**config.mk**
```make
export PLATFORM = sky130hd
export DESIGN_NAME = entropy_byte_packer
export DESIGN_NICKNAME = d
export VERILOG_FILES = /design/src/rtl/ebp_pkg.sv /design/src/rtl/ebp_accum.sv /design/src/rtl/ebp_wfifo.sv /design/src/rtl/entropy_byte_packer.sv
export SDC_FILE = /design/constraint.sdc
export NUM_CORES = 1
export LEC_CHECK = 0
export ABC_AREA = 1
export BUFFER_PORTS_ARGS = -buffer_cell sky130_fd_sc_hd__buf_2
export CORE_ASPECT_RATIO = 0.8
export CORE_UTILIZATION = 55
export DETAILED_ROUTE_END_ITERATION = 16
export PLACE_DENSITY = 0.73
export SETUP_SLACK_MARGIN = 0.5
export SYNTH_ARGS = -nofsm -noshare
export SYNTH_HDL_FRONTEND = slang
export SYNTH_HIERARCHICAL = 1
export SYNTH_SLANG_ARGS = --single-unit
```
**constraint.sdc**
```tcl
create_clock -name clk -period 6.83 [get_ports clk]
set_input_delay 0.3415 -clock clk [delete_from_list [all_inputs] [get_ports clk]]
set_output_delay 0.3415 -clock clk [all_outputs]
set_load 0.03 [all_outputs]
```
**src/rtl/ebp_pkg.sv**
```systemverilog
package ebp_pkg;

  typedef enum logic [1:0] {
    ST_RUN   = 2'd0,
    ST_FLUSH = 2'd1,
    ST_MARK  = 2'd2
  } pk_state_e;

  localparam logic [1:0] TURN_Y  = 2'd0;
  localparam logic [1:0] TURN_CR = 2'd2;

  localparam logic [7:0] EOI_HI    = 8'hFF;
  localparam logic [7:0] EOI_LO    = 8'hD9;
  localparam logic [7:0] ZERO_BYTE = 8'h00;

  // rotation luma -> blue chroma -> red chroma -> luma
  function automatic logic [1:0] next_turn(input logic [1:0] t);
    return (t == TURN_CR) ? TURN_Y : t + 2'd1;
  endfunction

  function automatic logic needs_stuff(input logic [7:0] b);
    return b == 8'hFF;
  endfunction

  // n pending bits (1..7) sit in low[n-1:0]; move them to the top, fill with ones
  function automatic logic [7:0] pad_ones(input logic [7:0] low, input logic [3:0] n);
    logic [3:0] sh;
    sh = 4'd8 - n;
    return (low << sh) | (8'hFF >> n);
  endfunction

endpackage

```
**src/rtl/ebp_accum.sv**
```systemverilog
module ebp_accum #(
  parameter int CODE_W = 32,
  parameter int LEN_W  = 6,
  parameter int CNT_W  = 6
) (
  input  logic              clk,
  input  logic              rst_n,
  input  logic              app_en,
  input  logic [CODE_W-1:0] app_code,
  input  logic [LEN_W-1:0]  app_len,
  input  logic              take_en,
  input  logic              clear_en,
  output logic [CNT_W-1:0]  level,
  output logic [7:0]        top_byte,
  output logic [7:0]        low_byte
);
  localparam int ACC_W = CODE_W + 8;

  logic [ACC_W-1:0] acc_q;
  logic [CNT_W-1:0] lvl_q;
  logic [ACC_W-1:0] code_ext;
  logic [ACC_W-1:0] keep_mask;
  logic [ACC_W-1:0] shifted;

  always_comb begin
    code_ext  = {{8{1'b0}}, app_code};
    keep_mask = ~({ACC_W{1'b1}} << app_len);
    shifted   = acc_q >> (lvl_q - CNT_W'(8));
  end

  assign top_byte = shifted[7:0];
  assign low_byte = acc_q[7:0];
  assign level    = lvl_q;

  always_ff @(posedge clk or negedge rst_n) begin
    if (!rst_n) begin
      acc_q <= '0;
      lvl_q <= '0;
    end else if (app_en) begin
      acc_q <= (acc_q << app_len) | (code_ext & keep_mask);
      lvl_q <= lvl_q + CNT_W'(app_len);
    end else if (take_en) begin
      lvl_q <= lvl_q - CNT_W'(8);
    end else if (clear_en) begin
      lvl_q <= '0;
    end
  end
endmodule

```
**src/rtl/ebp_wfifo.sv**
```systemverilog
module ebp_wfifo #(
  parameter int DEPTH = 8,
  parameter int PTR_W = $clog2(DEPTH),
  parameter int LVL_W = $clog2(DEPTH + 1)
) (
  input  logic             clk,
  input  logic             rst_n,
  input  logic             wr_en,
  input  logic             wr_two,
  input  logic [7:0]       wr_b0,
  input  logic [7:0]       wr_b1,
  input  logic             rd_en,
  output logic [7:0]       rd_data,
  output logic             not_empty,
  output logic             room2,
  output logic [LVL_W-1:0] level
);
  logic [7:0]       mem [DEPTH];
  logic [PTR_W-1:0] wptr, rptr;
  logic [LVL_W-1:0] cnt_q;
  logic [LVL_W-1:0] n_in, n_out;

  assign n_in      = wr_en ? (wr_two ? LVL_W'(2) : LVL_W'(1)) : '0;
  assign n_out     = rd_en ? LVL_W'(1) : '0;
  assign rd_data   = mem[rptr];
  assign not_empty = cnt_q != '0;
  assign room2     = (LVL_W'(DEPTH) - cnt_q) >= LVL_W'(2);
  assign level     = cnt_q;

  always_ff @(posedge clk) begin
    if (wr_en) begin
      mem[wptr] <= wr_b0;
      if (wr_two) mem[wptr + PTR_W'(1)] <= wr_b1;
    end
  end

  always_ff @(posedge clk or negedge rst_n) begin
    if (!rst_n) begin
      wptr  <= '0;
      rptr  <= '0;
      cnt_q <= '0;
    end else begin
      if (wr_en) wptr <= wptr + (wr_two ? PTR_W'(2) : PTR_W'(1));
      if (rd_en) rptr <= rptr + PTR_W'(1);
      cnt_q <= cnt_q + n_in - n_out;
    end
  end
endmodule

```
**src/rtl/entropy_byte_packer.sv**
```systemverilog
module entropy_byte_packer
  import ebp_pkg::*;
#(
  parameter int CODE_W     = 32,
  parameter int LEN_W      = 6,
  parameter int FIFO_DEPTH = 8
) (
  input  logic              clk,
  input  logic              rst_n,
  input  logic              in_valid,
  output logic              in_ready,
  input  logic [CODE_W-1:0] in_code,
  input  logic [LEN_W-1:0]  in_len,
  input  logic [1:0]        in_comp,
  input  logic              in_blk_end,
  input  logic              in_eoi,
  output logic [1:0]        turn_comp,
  output logic              out_valid,
  input  logic              out_ready,
  output logic [7:0]        out_data
);
  localparam int CNT_W = $clog2(CODE_W + 9);
  localparam int LVL_W = $clog2(FIFO_DEPTH + 1);

  pk_state_e        state_q;
  logic [1:0]       turn_q;
  logic [CNT_W-1:0] acc_level;
  logic [7:0]       top_byte, low_byte, data_byte;
  logic [LEN_W-1:0] len_sat;
  logic             lvl_low, room2;
  logic [LVL_W-1:0] fifo_level;

  // named internal events for the checker
  logic ev_accept, ev_drain, ev_pad, ev_mark, ev_stuff;
  logic wr_en, wr_two;
  logic [7:0] wr_b0, wr_b1;

  assign len_sat   = (in_len > LEN_W'(CODE_W)) ? LEN_W'(CODE_W) : in_len;
  assign lvl_low   = acc_level < CNT_W'(8);
  assign in_ready  = (state_q == ST_RUN) && lvl_low && (in_comp == turn_q);
  assign turn_comp = turn_q;

  assign ev_accept = in_valid && in_ready;
  assign ev_drain  = !lvl_low && room2;
  assign ev_pad    = (state_q == ST_FLUSH) && lvl_low && (acc_level != '0) && room2;
  assign ev_mark   = (state_q == ST_MARK) && room2;

  assign data_byte = ev_pad ? pad_ones(low_byte, acc_level[3:0]) : top_byte;
  assign ev_stuff  = (ev_drain || ev_pad) && needs_stuff(data_byte);

  assign wr_en  = ev_drain || ev_pad || ev_mark;
  assign wr_two = ev_stuff || ev_mark;
  assign wr_b0  = ev_mark ? EOI_HI : data_byte;
  assign wr_b1  = ev_mark ? EOI_LO : ZERO_BYTE;

  ebp_accum #(
    .CODE_W(CODE_W),
    .LEN_W (LEN_W),
    .CNT_W (CNT_W)
  ) u_accum (
    .clk     (clk),
    .rst_n   (rst_n),
    .app_en  (ev_accept),
    .app_code(in_code),
    .app_len (len_sat),
    .take_en (ev_drain),
    .clear_en(ev_pad),
    .level   (acc_level),
    .top_byte(top_byte),
    .low_byte(low_byte)
  );

  ebp_wfifo #(
    .DEPTH(FIFO_DEPTH)
  ) u_fifo (
    .clk      (clk),
    .rst_n    (rst_n),
    .wr_en    (wr_en),
    .wr_two   (wr_two),
    .wr_b0    (wr_b0),
    .wr_b1    (wr_b1),
    .rd_en    (out_valid && out_ready),
    .rd_data  (out_data),
    .not_empty(out_valid),
    .room2    (room2),
    .level    (fifo_level)
  );

  always_ff @(posedge clk or negedge rst_n) begin
    if (!rst_n) begin
      state_q <= ST_RUN;
      turn_q  <= TURN_Y;
    end else begin
      unique case (state_q)
        ST_RUN: begin
          if (ev_accept && in_eoi)          state_q <= ST_FLUSH;
          else if (ev_accept && in_blk_end) turn_q  <= next_turn(turn_q);
        end
        ST_FLUSH: if (acc_level == '0) state_q <= ST_MARK;
        ST_MARK: begin
          if (ev_mark) begin
            state_q <= ST_RUN;
            turn_q  <= TURN_Y;
          end
        end
        default: state_q <= ST_RUN;
      endcase
    end
  end
endmodule

```
==> results of run 1 <==
## state kept, by name (all words and copies together), names as in the netlist
signal / flops
u_accum/acc_q: 40
u_fifo/mem: 64
u_accum/level: 6
state_q: 2
u_fifo/rptr: 3
u_fifo/wptr: 3
u_fifo/level: 4
turn_comp: 2
## how the worst max path moves through the flow
stage / from / to / slack, ns
floorplan: u_accum/level[3]$_DFFE_PN0P_ / u_fifo/level[2]$_DFF_PN0_ / 2.74
global placement: u_accum/level[3]$_DFFE_PN0P_ / u_fifo/mem[0][3]$_DFFE_PP_ / 1.99
detailed placement: u_accum/level[3]$_DFFE_PN0P_ / u_fifo/mem[6][4]$_DFFE_PP_ / 1.79
CTS: u_accum/level[3]$_DFFE_PN0P_ / u_fifo/mem[6][1]$_DFFE_PP_ / 1.76
global route: u_accum/level[3]$_DFFE_PN0P_ / u_fifo/mem[3][5]$_DFFE_PP_ / 1.12
finish: u_accum/level[3]$_DFFE_PN0P_ / u_fifo/mem[6][1]$_DFFE_PP_ / 1.64
## area by class of cell
cell class              count  area, um^2
repair buffers             69         375
clock buffers              18         429
clock inverters            14         158
flip-flops and latches    124        3420
multi-input cells        1489        7130
well taps                 269         337
fillers                  2047        8450
inverters                 168         633
## metal layers
layer  up-vias  GRT usage [%]
met2       883           47.9
met1      5905           54.1
met3       110           14.3
li1       6213              -
met5         -              0
met4         0           9.62
## worst max-delay path: stages (launching register included)
cell and delay [ns]:
dfrtp_1 0.80, inv_1 0.45, ha_1 0.49, nand2_1 0.06, inv_1 0.15, nand2_1 0.16, nor2_1 0.24, a21oi_1 0.11
nand2_1 0.09, inv_1 0.06, o31ai_1 0.30, nand3_2 0.10, nor2_1 0.09, nand2_1 0.07, o21bai_2 0.20, inv_1 0.22
nor2_8 0.47, nand3_2 0.25, o21ai_0 0.49
## cells in the mapped netlist (all sizes together), types with 17 or more instances
| master | instances |
|---|---|
| nand2 | 680 |
| o211ai | 18 |
| o21ai | 63 |
| ha | 22 |
| buf | 98 |
| nand4 | 72 |
| edfxtp | 64 |
| a21oi | 54 |
| nor2 | 138 |
| dfrtp | 60 |
| clkbuf | 34 |
| nand3 | 383 |
| inv | 166 |
| a31oi | 17 |
## power by group
part | switching [W] | internal (W) | total (W)
Sequential | 0.000405 | 0.00136 | 0.00177
Combinational | 0.00318 | 0.00131 | 0.00449
Clock | 0.000378 | 0.000545 | 0.000923
Total | 0.00397 | 0.00322 | 0.00718
## through the flow
step | cell area [um^2] | total power, W | worst slack, ns
3_5_place_dp | 11900 | 0.00609 | 1.79
2_1_floorplan | 11900 | 0.00500 | 2.74
4_1_cts | 12500 | 0.00703 | 1.76
3_3_place_gp | 11900 | 0.00600 | 1.99
6_report | 12500 | 0.00718 | 1.64
5_1_grt | 12500 | 0.00774 | 1.12
## logic make-up (layout without fill, tap and decap cells)
logic type / after synthesis / in the layout / share of synthesized area, %
xor+xnor: 10 / 10 / 0.735
compound gates: 159 / 159 / 7.50
other cells: 1 / 3 / 0.0315
mux: 1 / 1 / 0.0841
fa+ha+maj: 25 / 25 / 2.82
buf+inv: 300 / 269 / 11.7
flops: 124 / 124 / 28.7
simple gates: 1291 / 1291 / 48.4
==> impl_metrics.ini, run 1 <==
[synthesis]
yosysWarningCount = 6
ys_seq_area_share_pct = 28.7
synth.avg_cell_area_um2 = 6.23
synth_cell_types = 44
syn_area_mm2 = 0.0119
synth_area_leader_cell = nand2_1
synth_edf_count = 64
syn_inst = 1911
yosys-top-cells-area = nand2_1 (21%), edfxtp_1 (16%), nand3_1 (15%), dfrtp_1 (13%), inv_1 (4.7%)
synth_ff_type = edfxtp_1
async_reset_ff_share_pct = 48.4
ys_ff_latch = 124
synth_top_area_share_pct = 21.1

[timing]
tns_ns = 0
finalCritPeriodShare_pct = 76.0
clock.fmax_mhz = 193
max-slew-margin-rel_pct = 14.7
worst_pin_slew_ns = 1.28
setup_viol = 0
min_period_ns = 5.19
hold_violations = 0
drv_slew = 0
skew_ns = 0.0151
rsz0062_at_grt = false
fin_hold_ws_ns = 0.0917

[place]
hpwl_um = 29100
dp_cells = 2119
gp_congestion = 1.01
numPortBuffers = 57

[grt]
track_usage_pct = 36.4
antenna_found_initial = 0
grt_max_degree = 66
grt_pass1_vias = 11400
grt_first_pass_wirelength_um = 62700
globalRouteOverflowTotal = 0

[clocking]
cts_sinks = 124
post_cts_resized = 0
htreeDepth = 4
path_clk_slew_ns = 0.07
postCtsHoldBufs = 0
cts_tree = done
cts_buffer_depth = 2
postCtsSetupRepairBufs = 0
insertion_delay_ns = 0.43
cts_root_buf = clkbuf_16
cts_inserted_buffers = 17

[setup_path]
rr_worst_depth = 18
crit_required_ns = 6.87
start_kind = flop
cp_max_fo = 36
r2r-end = u_fifo/mem[6][1]$_DFFE_PP_
arrival_ns = 5.23
worstSetupEndpointType = flop
r2r_start = u_accum/level[3]$_DFFE_PN0P_
r2r_slack_ns = 1.64
path_class = reg2reg

[detailed_routing]
wl_met1_um = 17800
wl_per_cell_um = 18.8
routed.top_layer = met4
drt-initial-drc-count = 2085
first_pass_iters = 7
vias_per_cell = 6.10
ant_nets = 0
drcViolationCount = 0
wirelength_um = 40400
wl_met3_um = 6460
dr_wl_met2_um = 15200
vias = 13100

[final_layout]
finish.utilization_pct = 59.6
antennaDiodeCount = 0
fin_cells = 2151
fin_nets = 1940
syn_to_final_growth_pct = 4.85
final_common_cell = nand2_1
final_cell_mix = nand2_1 (670), nand3_1 (367), inv_1 (149)
drive_gt1_share_pct = 9.46

[status]
status = complete, no violations

[floorplan]
die_area_mm2 = 0.0222
fp-row-count = 47
io_pins = 58
die_height_um = 134
die_w_um = 167
start_util_pct = 56.9
core_mm2 = 0.0209

[power]
powerDensity_mw_per_mm2 = 575
ir_worst_vdd_mv = 0.412
p_leak_nw = 6.23

[run]
maxCapViolCount = 0

[min_path]
hp-class = in2async
(Power assumes the default switching activity.)
==> run 2, diff against run 1 <==
Settings changed: PLACE_DENSITY 0.73 to 0.76.
Clock period 6.83 ns to 4.4 ns, I/O delays scaled along.
==> impl_metrics.ini, run 2 (synthesis gave the netlist of run 1 again) <==
[detailed_routing]
drcViolationCount = 0
ant_nets = 0
wirelength_um = 41400
vias_per_cell = 6.17
wl_per_cell_um = 19.0
vias = 13500
first_pass_iters = 7
drt-initial-drc-count = 2215

[clocking]
cts_sinks = 124
cts_root_buf = clkbuf_16
cts_buffer_depth = 2
path_clk_slew_ns = 0.06
cts_tree = done
cts_inserted_buffers = 17
insertion_delay_ns = 0.43
htreeDepth = 4

[setup_path]
cp_max_fo = 14
worstSetupEndpointType = flop
start_kind = flop
crit_required_ns = 4.70
r2r-end = u_fifo/level[2]$_DFF_PN0_
path_class = reg2reg
critPathLaunch = u_accum/level[0]$_DFFE_PN0P_
r2r_start = u_accum/level[0]$_DFFE_PN0P_
arrival_ns = 4.02
endpoint = u_fifo/level[2]$_DFF_PN0_
r2r_slack_ns = 0.68
rr_worst_depth = 24

[power]
switchingPower_w = 0.00632
sw_frac_of_total_pct = 55.3
p_comb_share_pct = 63.8
ir_worst_vdd_mv = 0.470
p_int_w = 0.00510
power.share.clock_pct = 12.4
p_leak_nw = 6.41
powerDensity_mw_per_mm2 = 887
sequentialPowerShare_pct = 23.8

[final_layout]
ff_latch_area_mm2 = 0.00343
syn_to_final_growth_pct = 8.07
final_cell_mix = nand2_1 (668), nand3_1 (367), inv_1 (146)
final_common_cell = nand2_1
antennaDiodeCount = 0
drive_gt1_share_pct = 11.9
regMostFlops = u_fifo/mem
fillers = 2029
largest_reg_flops = 64
multi_input_area_mm2 = 0.00719
fin_nets = 1970

[status]
status = complete, no violations

[timing]
drv_slew = 0
min_period_ns = 3.72
finalCritPeriodShare_pct = 84.6
fin_hold_ws_ns = 0.00363
rsz0062_at_grt = false
clock.fmax_mhz = 269
skew_ns = 0.0133
worst_pin_slew_ns = 1.03
hold_violations = 0
setup_viol = 0
max-slew-margin-rel_pct = 31.3
setup_slack_ns = 0.677
tns_ns = 0

[place]
numPortBuffers = 57
hpwl_um = 28900
dpl_worst_slack_ns = 0.304
gp_congestion = 1.01

[floorplan]
die_w_um = 167
start_util_pct = 56.9
fp-row-count = 47
core_mm2 = 0.0209
die_area_mm2 = 0.0222
die_height_um = 134
io_pins = 58

[grt]
antenna_found_initial = 1
grt_pass1_vias = 11600
track_usage_pct = 36.9
grt_max_degree = 65
grt_first_pass_wirelength_um = 63800
globalRouteOverflowTotal = 0

[min_path]
hp-class = in2async

[run]
maxCapViolCount = 0
## run 2: cell count changes in the layout (fill, tap and decap cells not counted), moves of 3 or more
cell     change
o21ai_2      +6
inv_1        -3
inv_8        +3
o21ai_0      -8
dfrtp_1      -3
buf_4       +21
## run 2: power by group through the flow
stage               clock network (W)  logic [W]  registers [W]
floorplan                           0    0.00531        0.00246
CTS                           0.00143    0.00687        0.00267
global placement                    0    0.00669        0.00270
detailed placement                  0    0.00678        0.00270
global route                  0.00148    0.00805        0.00276
finish                        0.00142    0.00729        0.00272
## run 2: routing by layer
metal / track usage (%) / vias up / part of all wire, %
met5: 0 / - / 0
met4: 6.84 / 0 / 1.4
met3: 12.2 / 69 / 16
met2: 49.2 / 993 / 39
met1: 56.7 / 6100 / 44
li1: - / 6303 / -
## run 2: layout make-up
cell class                      instances  area share (%)
Inverter                              168            5.06
Timing Repair Buffer                   98            5.21
Clock buffer                           17            3.31
Sequential cell                       124            26.7
Clock inverter                         15            1.21
Multi-Input combinational cell       1489            55.9
Timing Repair inverter                  1          0.0486
Tap cell                              269            2.62
## run 2: per-stage QoR
| stage | instances | area [um^2] | power, W | utilization [%] |
|---|---|---|---|---|
| floorplan | 1913 | 11900 | 0.00777 | - |
| global placement | 2135 | 12000 | 0.00938 | 57.5 |
| detailed placement | 2135 | 12000 | 0.00948 | 57.5 |
| CTS | 2171 | 12700 | 0.0110 | 60.5 |
| global route | 2181 | 12900 | 0.0123 | 61.5 |
| finish | 2181 | 12900 | 0.0114 | 61.5 |
## run 2: worst max-delay path, cell delays in order, from the launching register on
cell,delay [ns]
dfrtp_4,0.57
buf_4,0.18
buf_6,0.14
nand2_1,0.06
inv_1,0.05
a21oi_2,0.12
nand2_1,0.06
o21ai_0,0.08
nand2_1,0.09
nand2_1,0.10
nand2_1,0.05
nand3_1,0.06
nand2_1,0.06
or2_2,0.30
o21ai_2,0.08
nor2_1,0.06
nand2_1,0.10
o21bai_4,0.11
clkinv_4,0.11
nand2_2,0.06
ha_1,0.28
inv_1,0.04
ha_1,0.21
fa_1,0.44
xor2_1,0.18
## run 2: worst min-delay path by stage
stage | to | slack (ns) | from | cells after the start
3_3_place_gp | state_q[0]$_DFFE_PN0P_ | 0.44 | in_eoi | 3
5_1_grt | u_accum/acc_q[2]$_DFFE_PN0P_ | 0.05 | rst_n | 2
6_report | u_accum/acc_q[4]$_DFFE_PN0P_ | 0.004 | rst_n | 2
3_5_place_dp | state_q[0]$_DFFE_PN0P_ | 0.44 | in_eoi | 3
4_1_cts | u_accum/acc_q[4]$_DFFE_PN0P_ | 0.02 | rst_n | 2
2_1_floorplan | state_q[0]$_DFFE_PN0P_ | -0.08 | rst_n | 0
## run 2: timing repair
action	CTS	global route
endpoints found under the setup margin	65	93
buffers inserted	3	7
hold buffers	1	0
pin swaps	0	4
resized for setup	11	33
endpoints found under the hold margin	1	0
gates cloned	0	3
==> run 3, diff against run 2 <==
Settings changed: ABC_AREA 1 to 0.
Clock period 4.4 ns to 3.4 ns, I/O delays scaled along.
==> impl_metrics.ini, run 3 <==
[synthesis]
ys_seq_area_share_pct = 30.8
synth_area_leader_cell = edfxtp_1
syn_inst = 1032
synth_edf_count = 64
yosysWarningCount = 6
synth.avg_cell_area_um2 = 10.8
synth_top_area_share_pct = 17.3
yosys-top-cells-area = edfxtp_1 (17%), mux4_2 (14%), dfrtp_1 (14%), mux2_2 (11%), mux2i_1 (5.6%)
async_reset_ff_share_pct = 48.4
synth_cell_types = 89
ys_ff_latch = 124
syn_area_mm2 = 0.0111
yosysMostFrequentCell = mux2_2
synth_ff_type = edfxtp_1
yosys-top-cells-count = mux2_2 (106), nand2_1 (93), mux4_2 (68), nor2_1 (67), edfxtp_1 (64)

[grt]
antenna_found_initial = 3
track_usage_pct = 38.4
grt_first_pass_wirelength_um = 59500
grt_pass1_vias = 9845
globalRouteOverflowTotal = 0
grt_max_degree = 75

[place]
dp_cells = 1471
numPortBuffers = 57
hpwl_um = 28100
gp_congestion = 0.991
dpl_worst_slack_ns = -0.686

[final_layout]
syn_to_final_growth_pct = 28.5
fin_nets = 1314
fin_cells = 1521
drive_gt1_share_pct = 43.1
final_common_cell = buf_4
regMostFlops = u_fifo/mem
largest_reg_flops = 64
final_cell_mix = buf_4 (158), nand2_1 (89), mux4_2 (74)
finish.utilization_pct = 72.0
fillers = 1360

[floorplan]
start_util_pct = 56.1
die_w_um = 161
die_area_mm2 = 0.0208
die_height_um = 129
core_mm2 = 0.0198
io_pins = 58
fp-row-count = 46

[clocking]
cts_root_buf = clkbuf_16
cts_inserted_buffers = 17
cts_tree = done
htreeDepth = 4
cts_buffer_depth = 2
insertion_delay_ns = 0.43
cts_sinks = 124
path_clk_slew_ns = 0.06

[status]
status = finished, violations left
violations = setup timing

[setup_path]
start_kind = flop
worstSetupEndpointType = flop
arrival_ns = 4.28
path_class = reg2reg
crit_required_ns = 3.58
critPathLaunch = u_accum/level[0]$_DFFE_PN0P_
cp_max_fo = 8
r2r_start = u_accum/level[0]$_DFFE_PN0P_

[detailed_routing]
vias = 10400
first_pass_iters = 5
drt-initial-drc-count = 1559
ant_nets = 0
vias_per_cell = 6.82
drcViolationCount = 0
wl_per_cell_um = 26.2
wirelength_um = 39900

[timing]
hold_violations = 0
worst_pin_slew_ns = 1.08
max-slew-margin-rel_pct = 27.0
clock.fmax_mhz = 244
skew_ns = 0.0130
finalCritPeriodShare_pct = 121
tns_ns = -82.57
min_period_ns = 4.10
rsz0062_at_grt = true
setup_slack_ns = -0.705
fin_hold_ws_ns = 0.0183
drv_slew = 0
setup_viol = 135

[run]
maxCapViolCount = 0

[min_path]
hp-class = in2reg
holdCritStartpoint = in_code[11]

[power]
p_leak_nw = 5.92
powerDensity_mw_per_mm2 = 1230
ir_worst_vdd_mv = 0.632
-- run 3: repair_timing --
action,in CTS,in global routing
pin swaps,20,21
resized for setup,59,40
hold buffers,3,0
endpoints found under the setup margin,135,135
buffers inserted,10,3
gates cloned,1,0
endpoints found under the hold margin,30,0
-- run 3: critical path: stages (launching register included) --
cell	delay, ns
dfrtp_2	0.39
buf_12	0.13
buf_12	0.13
buf_12	0.13
buf_8	0.12
inv_8	0.04
mux2i_4	0.18
or3_4	0.37
a21oi_2	0.16
o22a_1	0.20
nand4_1	0.09
o21ai_1	0.13
nand4_1	0.12
nor4b_2	0.31
a31o_1	0.25
buf_6	0.17
nand4b_1	0.15
buf_6	0.20
nor2_4	0.11
buf_12	0.16
mux2_4	0.31
-- run 3: layout make-up --
| type | instances | area, um^2 | share of cell area, % |
|---|---|---|---|
| Antenna cell | 1 | 2.50 | 0.0176 |
| Clock buffer | 17 | 425 | 2.98 |
| Clock inverter | 15 | 150 | 1.05 |
| Inverter | 32 | 139 | 0.974 |
| Multi-Input combinational cell | 815 | 7740 | 54.3 |
| Sequential cell | 124 | 3430 | 24.0 |
| Tap cell | 264 | 330 | 2.32 |
| Timing Repair Buffer | 253 | 2050 | 14.4 |
-- run 3: final timing paths --
path                                            endpoint  slack (ns)  depth (start not counted)
max in group asynchronous   u_accum/level[0]$_DFFE_PN0P_        2.12                          3
setup / recovery              u_fifo/mem[0][5]$_DFFE_PP_       -0.70                         20
hold / removal             u_accum/acc_q[11]$_DFFE_PN0P_        0.02                          3
setup reg to reg              u_fifo/mem[0][5]$_DFFE_PP_       -0.70                         20
hold reg to reg                 turn_comp[1]$_DFFE_PN0P_        0.59                          1
min in group asynchronous       turn_comp[0]$_DFFE_PN0P_        0.33                          2
-- run 3: routing by layer --
metal | up-vias | wire [um] | global-route usage [%]
met5 | - | 25 | 0
met4 | 4 | 1180 | 11.9
met3 | 107 | 5380 | 10.5
met2 | 795 | 16800 | 54.9
met1 | 5076 | 16400 | 56.5
li1 | 4395 | - | -
-- run 3: where the power goes --
group          internal, W  switching [W]  total (W)
Clock              0.00103       0.000794    0.00182
Sequential         0.00271       0.000710    0.00342
Combinational      0.00628        0.00602     0.0123
-- run 3: kinds of logic after synthesis --
group | after synthesis | share of synthesized area (%)
xor+xnor | 16 | 1.26
mux | 255 | 33.8
flops | 124 | 30.8
compound gates | 227 | 14.1
buf+inv | 116 | 4.88
fa+ha+maj | 25 | 3.02
other cells | 1 | 0.0338
simple gates | 268 | 12.0
-- run 3: stage by stage --
step | area (um^2) | total power [W]
after floorplan | 11500 | 0.0105
after global placement | 13200 | 0.0139
after detailed placement | 13200 | 0.0141
after CTS | 14100 | 0.0167
after global routing | 14300 | 0.0183
final | 14300 | 0.0175
